### src/rtl/i2cseq_pkg.sv
package i2cseq_pkg;

    typedef enum logic [1:0] {
        OP_PROBE = 2'd0,
        OP_WRITE = 2'd1,
        OP_READ  = 2'd2
    } op_e;

    typedef enum logic [1:0] {
        CMD_START = 2'd0,
        CMD_STOP  = 2'd1,
        CMD_WRITE = 2'd2,
        CMD_READ  = 2'd3
    } cmd_e;

    typedef enum logic [1:0] {
        ST_OK        = 2'd0,
        ST_NODEV     = 2'd1,
        ST_ADDR_NACK = 2'd2,
        ST_DATA_NACK = 2'd3
    } status_e;

    typedef enum logic [3:0] {
        S_IDLE, S_START, S_CHIPW, S_ADDR, S_MIDSTOP, S_CHIPR,
        S_WFETCH, S_WDATA, S_RDATA, S_RDOUT, S_STOP, S_DONE
    } state_e;

    function automatic logic [7:0] dev_frame(input logic [6:0] dev, input logic rd);
        return {dev, rd};
    endfunction

endpackage

### src/rtl/i2cseq_chipfold.sv
module i2cseq_chipfold #(
    parameter int ADDR_BYTES = 4,
    localparam int ADDR_W = 8 * ADDR_BYTES,
    localparam int ALEN_W = $clog2(ADDR_BYTES + 1)
) (
    input  logic [6:0]        chip,
    input  logic [ADDR_W-1:0] addr,
    input  logic [ALEN_W-1:0] alen,
    input  logic [6:0]        mask,
    output logic [6:0]        chip_out
);
    logic [ADDR_W+6:0] wide;
    logic [ADDR_W+6:0] above;

    always_comb begin
        wide     = {7'd0, addr};
        above    = wide >> {alen, 3'b000};
        chip_out = chip | (above[6:0] & mask);
    end
endmodule

### src/rtl/i2cseq_addrbyte.sv
module i2cseq_addrbyte #(
    parameter int ADDR_BYTES = 4,
    localparam int ADDR_W = 8 * ADDR_BYTES,
    localparam int IDX_W  = (ADDR_BYTES > 1) ? $clog2(ADDR_BYTES) : 1
) (
    input  logic [ADDR_W-1:0] addr,
    input  logic [IDX_W-1:0]  idx,
    output logic [7:0]        byte_out
);
    logic [7:0] lane [ADDR_BYTES];

    for (genvar g = 0; g < ADDR_BYTES; g++) begin : g_lane
        assign lane[g] = addr[8*g +: 8];
    end

    always_comb begin
        byte_out = 8'h00;
        for (int k = 0; k < ADDR_BYTES; k++) begin
            if (IDX_W'(k) == idx) byte_out = lane[k];
        end
    end
endmodule

### src/rtl/i2cseq_top.sv
module i2cseq_top
    import i2cseq_pkg::*;
#(
    parameter int ADDR_BYTES = 4,
    parameter int LEN_W      = 8,
    localparam int ADDR_W = 8 * ADDR_BYTES,
    localparam int ALEN_W = $clog2(ADDR_BYTES + 1),
    localparam int IDX_W  = (ADDR_BYTES > 1) ? $clog2(ADDR_BYTES) : 1
) (
    input  logic              clk,
    input  logic              rst,
    input  logic              req_valid,
    output logic              req_ready,
    input  logic [1:0]        req_op,
    input  logic [6:0]        req_chip,
    input  logic [ADDR_W-1:0] req_addr,
    input  logic [ALEN_W-1:0] req_alen,
    input  logic [LEN_W-1:0]  req_len,
    input  logic              cfg_rep_start,
    input  logic [6:0]        cfg_fold_mask,
    input  logic              wr_valid,
    output logic              wr_ready,
    input  logic [7:0]        wr_data,
    output logic              rd_valid,
    input  logic              rd_ready,
    output logic [7:0]        rd_data,
    output logic              cmd_valid,
    input  logic              cmd_ready,
    output logic [1:0]        cmd_op,
    output logic [7:0]        cmd_byte,
    output logic              cmd_nack,
    input  logic              rsp_valid,
    input  logic              rsp_nack,
    input  logic [7:0]        rsp_data,
    output logic              done_valid,
    output logic [1:0]        done_status,
    output logic [LEN_W-1:0]  done_fail_cnt
);
    state_e            state;
    logic              waiting;
    op_e               op_q;
    logic [6:0]        chip_q;
    logic [ADDR_W-1:0] addr_q;
    logic [ALEN_W-1:0] alen_q;
    logic [LEN_W-1:0]  left_q;
    logic [IDX_W-1:0]  aidx_q;
    logic              rep_q;
    logic              restart_q;
    status_e           status_q;
    logic [LEN_W-1:0]  fail_q;
    logic [7:0]        wbyte_q;
    logic [7:0]        rdata_q;
    cmd_e              last_cmd_q;

    logic [6:0]        chip_fold;
    logic [7:0]        addr_byte;
    logic              issuing;
    cmd_e              cmd_code;
    state_e            post_addr;
    logic              rsp_take;

    i2cseq_chipfold #(.ADDR_BYTES(ADDR_BYTES)) u_fold (
        .chip(req_chip), .addr(req_addr), .alen(req_alen),
        .mask(cfg_fold_mask), .chip_out(chip_fold)
    );

    i2cseq_addrbyte #(.ADDR_BYTES(ADDR_BYTES)) u_abyte (
        .addr(addr_q), .idx(aidx_q), .byte_out(addr_byte)
    );

    always_comb begin
        issuing  = 1'b0;
        cmd_code = CMD_START;
        cmd_byte = 8'h00;
        case (state)
            S_START:   begin issuing = 1'b1; cmd_code = CMD_START; end
            S_MIDSTOP,
            S_STOP:    begin issuing = 1'b1; cmd_code = CMD_STOP; end
            S_CHIPW:   begin issuing = 1'b1; cmd_code = CMD_WRITE; cmd_byte = dev_frame(chip_q, 1'b0); end
            S_CHIPR:   begin issuing = 1'b1; cmd_code = CMD_WRITE; cmd_byte = dev_frame(chip_q, 1'b1); end
            S_ADDR:    begin issuing = 1'b1; cmd_code = CMD_WRITE; cmd_byte = addr_byte; end
            S_WDATA:   begin issuing = 1'b1; cmd_code = CMD_WRITE; cmd_byte = wbyte_q; end
            S_RDATA:   begin issuing = 1'b1; cmd_code = CMD_READ; end
            default:   ;
        endcase
    end

    assign cmd_valid     = issuing && !waiting;
    assign cmd_op        = cmd_code;
    assign cmd_nack      = (state == S_RDATA) && (left_q == LEN_W'(1));
    assign wr_ready      = (state == S_WFETCH);
    assign rd_valid      = (state == S_RDOUT);
    assign rd_data       = rdata_q;
    assign req_ready     = (state == S_IDLE);
    assign done_valid    = (state == S_DONE);
    assign done_status   = status_q;
    assign done_fail_cnt = fail_q;
    assign rsp_take      = waiting && rsp_valid;

    always_comb begin
        if (op_q == OP_WRITE)
            post_addr = (left_q != '0) ? S_WFETCH : S_STOP;
        else
            post_addr = rep_q ? S_START : S_MIDSTOP;
    end

    always_ff @(posedge clk) begin
        if (rst) begin
            state      <= S_IDLE;
            waiting    <= 1'b0;
            op_q       <= OP_PROBE;
            chip_q     <= '0;
            addr_q     <= '0;
            alen_q     <= '0;
            left_q     <= '0;
            aidx_q     <= '0;
            rep_q      <= 1'b0;
            restart_q  <= 1'b0;
            status_q   <= ST_OK;
            fail_q     <= '0;
            wbyte_q    <= '0;
            rdata_q    <= '0;
            last_cmd_q <= CMD_START;
        end else begin
            if (cmd_valid && cmd_ready) begin
                waiting    <= 1'b1;
                last_cmd_q <= cmd_code;
            end
            if (rsp_take) waiting <= 1'b0;
            case (state)
                S_IDLE: if (req_valid) begin
                    case (req_op)
                        2'd1:    op_q <= OP_WRITE;
                        2'd2:    op_q <= OP_READ;
                        default: op_q <= OP_PROBE;
                    endcase
                    chip_q    <= chip_fold;
                    addr_q    <= req_addr;
                    alen_q    <= req_alen;
                    left_q    <= req_len;
                    rep_q     <= cfg_rep_start;
                    restart_q <= 1'b0;
                    status_q  <= ST_OK;
                    fail_q    <= '0;
                    state     <= S_START;
                end
                S_START: if (rsp_take)
                    state <= (restart_q || (op_q == OP_READ && alen_q == '0)) ? S_CHIPR : S_CHIPW;
                S_CHIPW: if (rsp_take) begin
                    if (rsp_nack) begin
                        status_q <= ST_NODEV;
                        state    <= S_STOP;
                    end else if (op_q == OP_PROBE) begin
                        state <= S_STOP;
                    end else if (alen_q != '0) begin
                        aidx_q <= IDX_W'(alen_q - ALEN_W'(1));
                        state  <= S_ADDR;
                    end else begin
                        state <= post_addr;
                        if (post_addr == S_START) restart_q <= 1'b1;
                    end
                end
                S_ADDR: if (rsp_take) begin
                    if (rsp_nack) begin
                        status_q <= ST_ADDR_NACK;
                        state    <= S_STOP;
                    end else if (aidx_q != '0) begin
                        aidx_q <= aidx_q - IDX_W'(1);
                    end else begin
                        state <= post_addr;
                        if (post_addr == S_START) restart_q <= 1'b1;
                    end
                end
                S_MIDSTOP: if (rsp_take) begin
                    restart_q <= 1'b1;
                    state     <= S_START;
                end
                S_CHIPR: if (rsp_take) begin
                    if (rsp_nack) status_q <= ST_NODEV;
                    state <= (left_q != '0) ? S_RDATA : S_STOP;
                end
                S_WFETCH: if (wr_valid) begin
                    wbyte_q <= wr_data;
                    state   <= S_WDATA;
                end
                S_WDATA: if (rsp_take) begin
                    if (rsp_nack) begin
                        fail_q   <= fail_q + LEN_W'(1);
                        status_q <= ST_DATA_NACK;
                    end
                    left_q <= left_q - LEN_W'(1);
                    state  <= (left_q == LEN_W'(1)) ? S_STOP : S_WFETCH;
                end
                S_RDATA: if (rsp_take) begin
                    rdata_q <= rsp_data;
                    state   <= S_RDOUT;
                end
                S_RDOUT: if (rd_ready) begin
                    left_q <= left_q - LEN_W'(1);
                    state  <= (left_q == LEN_W'(1)) ? S_STOP : S_RDATA;
                end
                S_STOP: if (rsp_take) state <= S_DONE;
                S_DONE: state <= S_IDLE;
                default: state <= S_IDLE;
            endcase
        end
    end

    AST_CMD_HOLD: assert property (@(posedge clk) disable iff (rst)
        (cmd_valid && !cmd_ready) |=> (cmd_valid && $stable(cmd_op) && $stable(cmd_byte)));
    AST_RD_HOLD: assert property (@(posedge clk) disable iff (rst)
        (rd_valid && !rd_ready) |=> (rd_valid && $stable(rd_data)));
    AST_DONE_AFTER_STOP: assert property (@(posedge clk) disable iff (rst)
        done_valid |-> (last_cmd_q == CMD_STOP));
    AST_FAIL_MATCH: assert property (@(posedge clk) disable iff (rst)
        done_valid |-> ((done_status == ST_DATA_NACK) == (done_fail_cnt != '0)));
    AST_NO_WR_OUTSIDE_WRITE: assert property (@(posedge clk) disable iff (rst)
        (wr_valid && wr_ready) |=> (op_q == OP_WRITE));

endmodule

### config.mk
export PLATFORM = sky130hd
export DESIGN_NAME = i2cseq_top
export DESIGN_NICKNAME = d
export VERILOG_FILES = /design/src/rtl/i2cseq_pkg.sv /design/src/rtl/i2cseq_chipfold.sv /design/src/rtl/i2cseq_addrbyte.sv /design/src/rtl/i2cseq_top.sv
export SDC_FILE = /design/constraint.sdc
export NUM_CORES = 1
export LEC_CHECK = 0
export CELL_PAD_IN_SITES_DETAIL_PLACEMENT = 0
export CELL_PAD_IN_SITES_GLOBAL_PLACEMENT = 2
export CORE_MARGIN = 5
export CORE_UTILIZATION = 35
export CTS_BUF_LIST = sky130_fd_sc_hd__clkbuf_8
export CTS_CLUSTER_SIZE = 40
export DETAILED_ROUTE_END_ITERATION = 16
export DONT_BUFFER_PORTS = 1
export PLACE_DENSITY = 0.86
export SYNTH_ARGS = -nofsm -noshare
export SYNTH_HDL_FRONTEND = slang
export SYNTH_SLANG_ARGS = --single-unit
### constraint.sdc
create_clock -name clk -period 4.3 [get_ports clk]
set_input_delay 1.29 -clock clk [delete_from_list [all_inputs] [get_ports clk]]
set_output_delay 1.29 -clock clk [all_outputs]
set_load 0.1 [all_outputs]
# Yosys cells after proc, flatten, opt, wreduce, memory -nomap -nowiden
# Index checks and enable logic that the tools add are counted.
# word_totals
inputBits	84
elab_cells	164
latchBits	0
register_bits	87
memories	0
output_inout_bits	34
romBits	0
mem_bits_rw	0
# op_classes
reduce_logical	33
multipliers	0
n_eq_ne	43
n_lt_le_gt_ge	0
addsub	4
muxes	67
div	0
shift	1
bitwise	2
# ops
operator	n
two-way mux 8 bit	10
two-way mux 4 bit	19
case mux 4 bit (11 select lines)	1
!= test 2 bit, second input constant	19
two-way mux 2 bit	16
case mux 8 bit (4 select lines)	1
>> shifter 32 x 6 -> 7 bit	1
case mux 8 bit (3 select lines)	1
== test 4 x 3 -> 1 bit, second input constant	4
== test 4 bit, second input constant	4
case mux 8 bit (2 select lines)	1
AND reduction 8 bit	2
AND reduction 12 bit	1
two-way mux 1 bit	11
AND reduction 10 bit	1
adder 8 x 1 -> 8 bit, second input constant	1
== test 4 x 1 -> 1 bit, second input constant	2
== test 4 x 2 -> 1 bit, second input constant	2
== test 8 x 1 -> 1 bit, second input constant	1
case mux 2 bit (2 select lines)	2
case mux 2 bit (4 select lines)	1
AND reduction 4 bit	2
nonzero test 4 bit	2
nonzero test 8 bit	1
25 further kinds	44

# Logic depth before layout (Yosys ltp)
# logic_depth
depth_word	10
depth_mapped	9
ltp_nobuf	7

# By module
# Synthesis repeated with hierarchy kept, for this count alone.
# unflattened
hier_cells	593
area_unflattened_um2	4752.1
# by_module_without_submodules
mod	area_per_inst_um2	seq_area_each_um2	n_inst	cells_each
i2cseq_top	4317.9	1741.7	1	566
i2cseq_chipfold	237.7	0.0	1	17
i2cseq_addrbyte	196.4	0.0	1	10

# Least setup slack after synthesis
# No wires, ideal clock.
# synth_path
path_kind	reg2out
start	register state[1]
end	output port cmd_op[1]
stages_incl_launch_ff	5
path_buffers	2
t_required_ns	3.010
slack_ns	-0.155
t_arrival_ns	3.165
cell_sequence	dfxtp_1 clkbuf_1 buf_1 a21oi_1 o21ai_0
# synth_via
elab_chain_cells	3
elab_cells_between_ends	10
classes_between	7 x eq/ne; 1 x mux; 2 x reduce/logical
# synth_rtl
item	line	text
from (decl)	i2cseq_top.sv:39	state_e state;
from (signal assigned)	i2cseq_top.sv:148	state <= (restart_q || (op_q == OP_READ && alen_q == '0)) ? S_CHIPR : S_CHIPW;
from (signal assigned)	i2cseq_top.sv:159	state <= post_addr;
from (signal assigned)	i2cseq_top.sv:170	state <= post_addr;
== test 4 x 3 -> 1 bit (tied with other cells)	i2cseq_top.sv:75	case (state)
OR reduction 4 bit (no source line) or OR reduction 2 bit (tied branches)	--	
case mux 2 bit (3 select lines) *	i2cseq_top.sv:75	
to (decl)	i2cseq_top.sv:29	output logic [1:0] cmd_op,
# Mark *: on every way between the ends. The rest lies on a longest branch, timed or not.

# Final worst setup path
# layout_path
start	register state[1]
end	output port cmd_byte[4]
# layout_via
elab_chain_cells	2
elab_cells_between_ends	5
classes_between	4 x eq/ne; 1 x mux
# layout_rtl
item	line	text
== test 4 x 3 -> 1 bit or == test 4 x 2 -> 1 bit (tied branches)	i2cseq_top.sv:75	
case mux 8 bit (4 select lines) *	i2cseq_top.sv:75	
to (decl)	i2cseq_top.sv:30	output logic [7:0] cmd_byte,
# Marked as above.

==> metrics.txt <==
Crit. End Element output port; TNS Setup 0 ns; Initial Utilization 0.3586; number of vias per cell about 5.6; DIE AREA between 15,000 and 20,000 sq um; met1 Use GR 0.2480; main area contributors after synthesis dfxtp_1, nand2_1, a21oi_1, nor2_1, mux4_2; storage element area 1742 sq um; RR Endpoint state[0]; Post-CTS Resized 0; Antenna Cells 0; EDFF count, synth 0; worst hold start alen_q[1]; Worst Max-Slew Pin Slew 1.089 ns; critical path, cell by cell and3_1 > a22oi_1 > o2bb2ai_2 > buf_4; Buf+Inv Stages, Crit Path 1; total power 0.003244 W; Core ar. 13,300 sq um; top-count cell post-synth nand2_1; Final min period 3.745 ns; io pins 118; First-pass DRT Iterations 5; Leak ~1.9 nW; layout cells sized above 1 0.1148; CTS tree yes; Die H 126.7 um; unique cell type count in the Yosys netlist 61; CP max stage delay 0.88 ns; RSZ-0062 raised after global routing false; crit path DAT 2.45 ns; largest net degree at the start of global routing roughly 80; GRT busiest layer met2; peak supply drop roughly 0.21 mV; Clk pin slew, worst setup/hold paths roughly 0.090 ns; grt total ovfl 0; drc violations 0; vias in the first global route 4,308; highest clock rate 267.0 MHz; final WL around 15,000 um; via count 4,423; filler instances 1,382; met3 usage 0.04372; Startpoint Class register; slack of the worst reg-to-reg path 1.76 ns; Hold Path Sink alen_q[1]; Synth-to-Final Area Change 10.97%; share of the synthesized area in the top cell type 0.3654; Total Routing Usage GR 0.1812; # H-tree levels 3; Final Non-Filler Cells 786; Max clock buf depth 2; DP Wirelength 10,850 um; WL/cell 18.53 um; Min-Delay Path Class reg -> reg; FF+latch count, synth 87; FF-to-FF path depth 5; CTS sink cnt between 80 and 90; Synth Warn # 0; FP Rows 42; Yosys top cell by area dfxtp_1; worst-path fanout max 27; first-pass GRT wire length 23,320 um; DIE WIDTH 126.7 um; ys async rst share 0; delay-heaviest family, CP flip-flops; Final setup violation count 0; Post-Synthesis Cells 615; Avg Synthesized Cell Area 7.751 sq um; PortBufs 0; DRT antenna net count 0; clk_lat worst skew 0.38 ns; Critical Path RT 3.01 ns; ys flop type dfxtp_1; initial antenna violation count 0; hold buffers post-CTS 0; Critical Path Source state[1]; Root Buffer clkbuf_8; Placer Congestion around 0.85; final worst-path cycle share 0.8709; syn_nets 708; total setup buffers inserted after CTS 0; nets about 700; met2 GRT Util 0.2755; Final Max Slew Viols 0; Synth top cells by count nand2_1, a21oi_1, dfxtp_1; DRT iter0 DRCs 241; CTS Buf Count 9; Util after Layout 0.3979; hold_ws 0.4526 ns; Slew headroom 0.2730; synthesized cell area about 4800 sq um; status finished, final reports clean; Max-Cap Viols 0; PwrDens 613.3 nW/um^2; skew final slightly above 0.01 ns; CP max stage cell dfxtp_1; worst reg2reg path startpoint state[1]; Fin. Hold Viols 0; Seq/Total Area, Yosys 0.3654; placed cells 770; Hold Crit Depth 2; area of the multi-input gates about 2900 sq um; Setup CP Type reg -> out
[flip-flops by register name (all words and copies together), names as in the netlist]
signal         count
addr_q            32
aidx_q             2
alen_q             3
chip_q             7
done_fail_cnt      8
done_status        2
left_q             8
op_q               2
rd_data            8
rep_q              1
restart_q          1
state              4
waiting            1
wbyte_q            8
[area by class of cell]
class / instances / area share
tap: 176 / 0.04163
timing repair buffer: 25 / 0.04305
inverter: 14 / 0.009934
multi-input combinational: 468 / 0.5419
sequential: 87 / 0.3292
clock buffer: 9 / 0.02342
clock inverter: 7 / 0.01088
[per-layer routing]
metal,vias to the layer above,wire [um]
li1,2169,-
met1,2101,6785
met2,136,6556
met3,17,942
met4,0,280
met5,-,0
[worst min-delay path, cell delays in order (launching register included)]
cell and delay [ns]:
dfxtp_1 0.32, nand2_1 0.05, a21oi_1 0.05
[how the worst max path moves through the flow]
stage / to / slack (ns) / cells past startpoint
finish: cmd_byte[4] / 0.56 / 4
global route: cmd_byte[5] / 0.40 / 4
CTS: cmd_byte[5] / 0.53 / 4
detailed placement: cmd_byte[5] / 0.95 / 4
global placement: cmd_byte[5] / 0.97 / 4
floorplan: cmd_byte[1] / 0.03 / 7
[cell families (layout without fill, tap and decap cells)]
logic type      Yosys count  after routing  share of synthesized area
simple gates            257            257                     0.2580
mux                      22             22                    0.06509
compound gates          174            174                     0.2270
xor+xnor                  6              6                    0.01102
fa+ha+maj                 9              9                    0.02362
buf+inv                  60             55                    0.04987
flops                    87             87                     0.3654
[report_power, final]
| part | internal [W] | switching [W] |
|---|---|---|
| logic | 0.000503 | 0.00100 |
| registers | 0.000962 | 0.000227 |
| clock network | 0.000219 | 0.000331 |
[stage by stage]
stage | cell area [sq um] | worst slack (ns)
global placement | 5109 | 0.9683
CTS | 5290 | 0.5347
finish | 5290 | 0.5550
detailed placement | 5109 | 0.9515
global route | 5290 | 0.3956
floorplan | 4767 | 0.02521
[cell usage in the layout (no fill, tap or decap), types with 9 or more instances in the layout]
cell	n
a21oi_1	86
a311oi_1	9
buf_4	23
clkbuf_8	9
dfxtp_1	87
ha_1	9
inv_1	15
mux2i_1	13
nand2_1	118
nand2b_1	10
nand3_1	13
nand3b_1	11
nor2_1	46
nor3_1	11
o21ai_0	25
(Power assumes the default switching activity.)
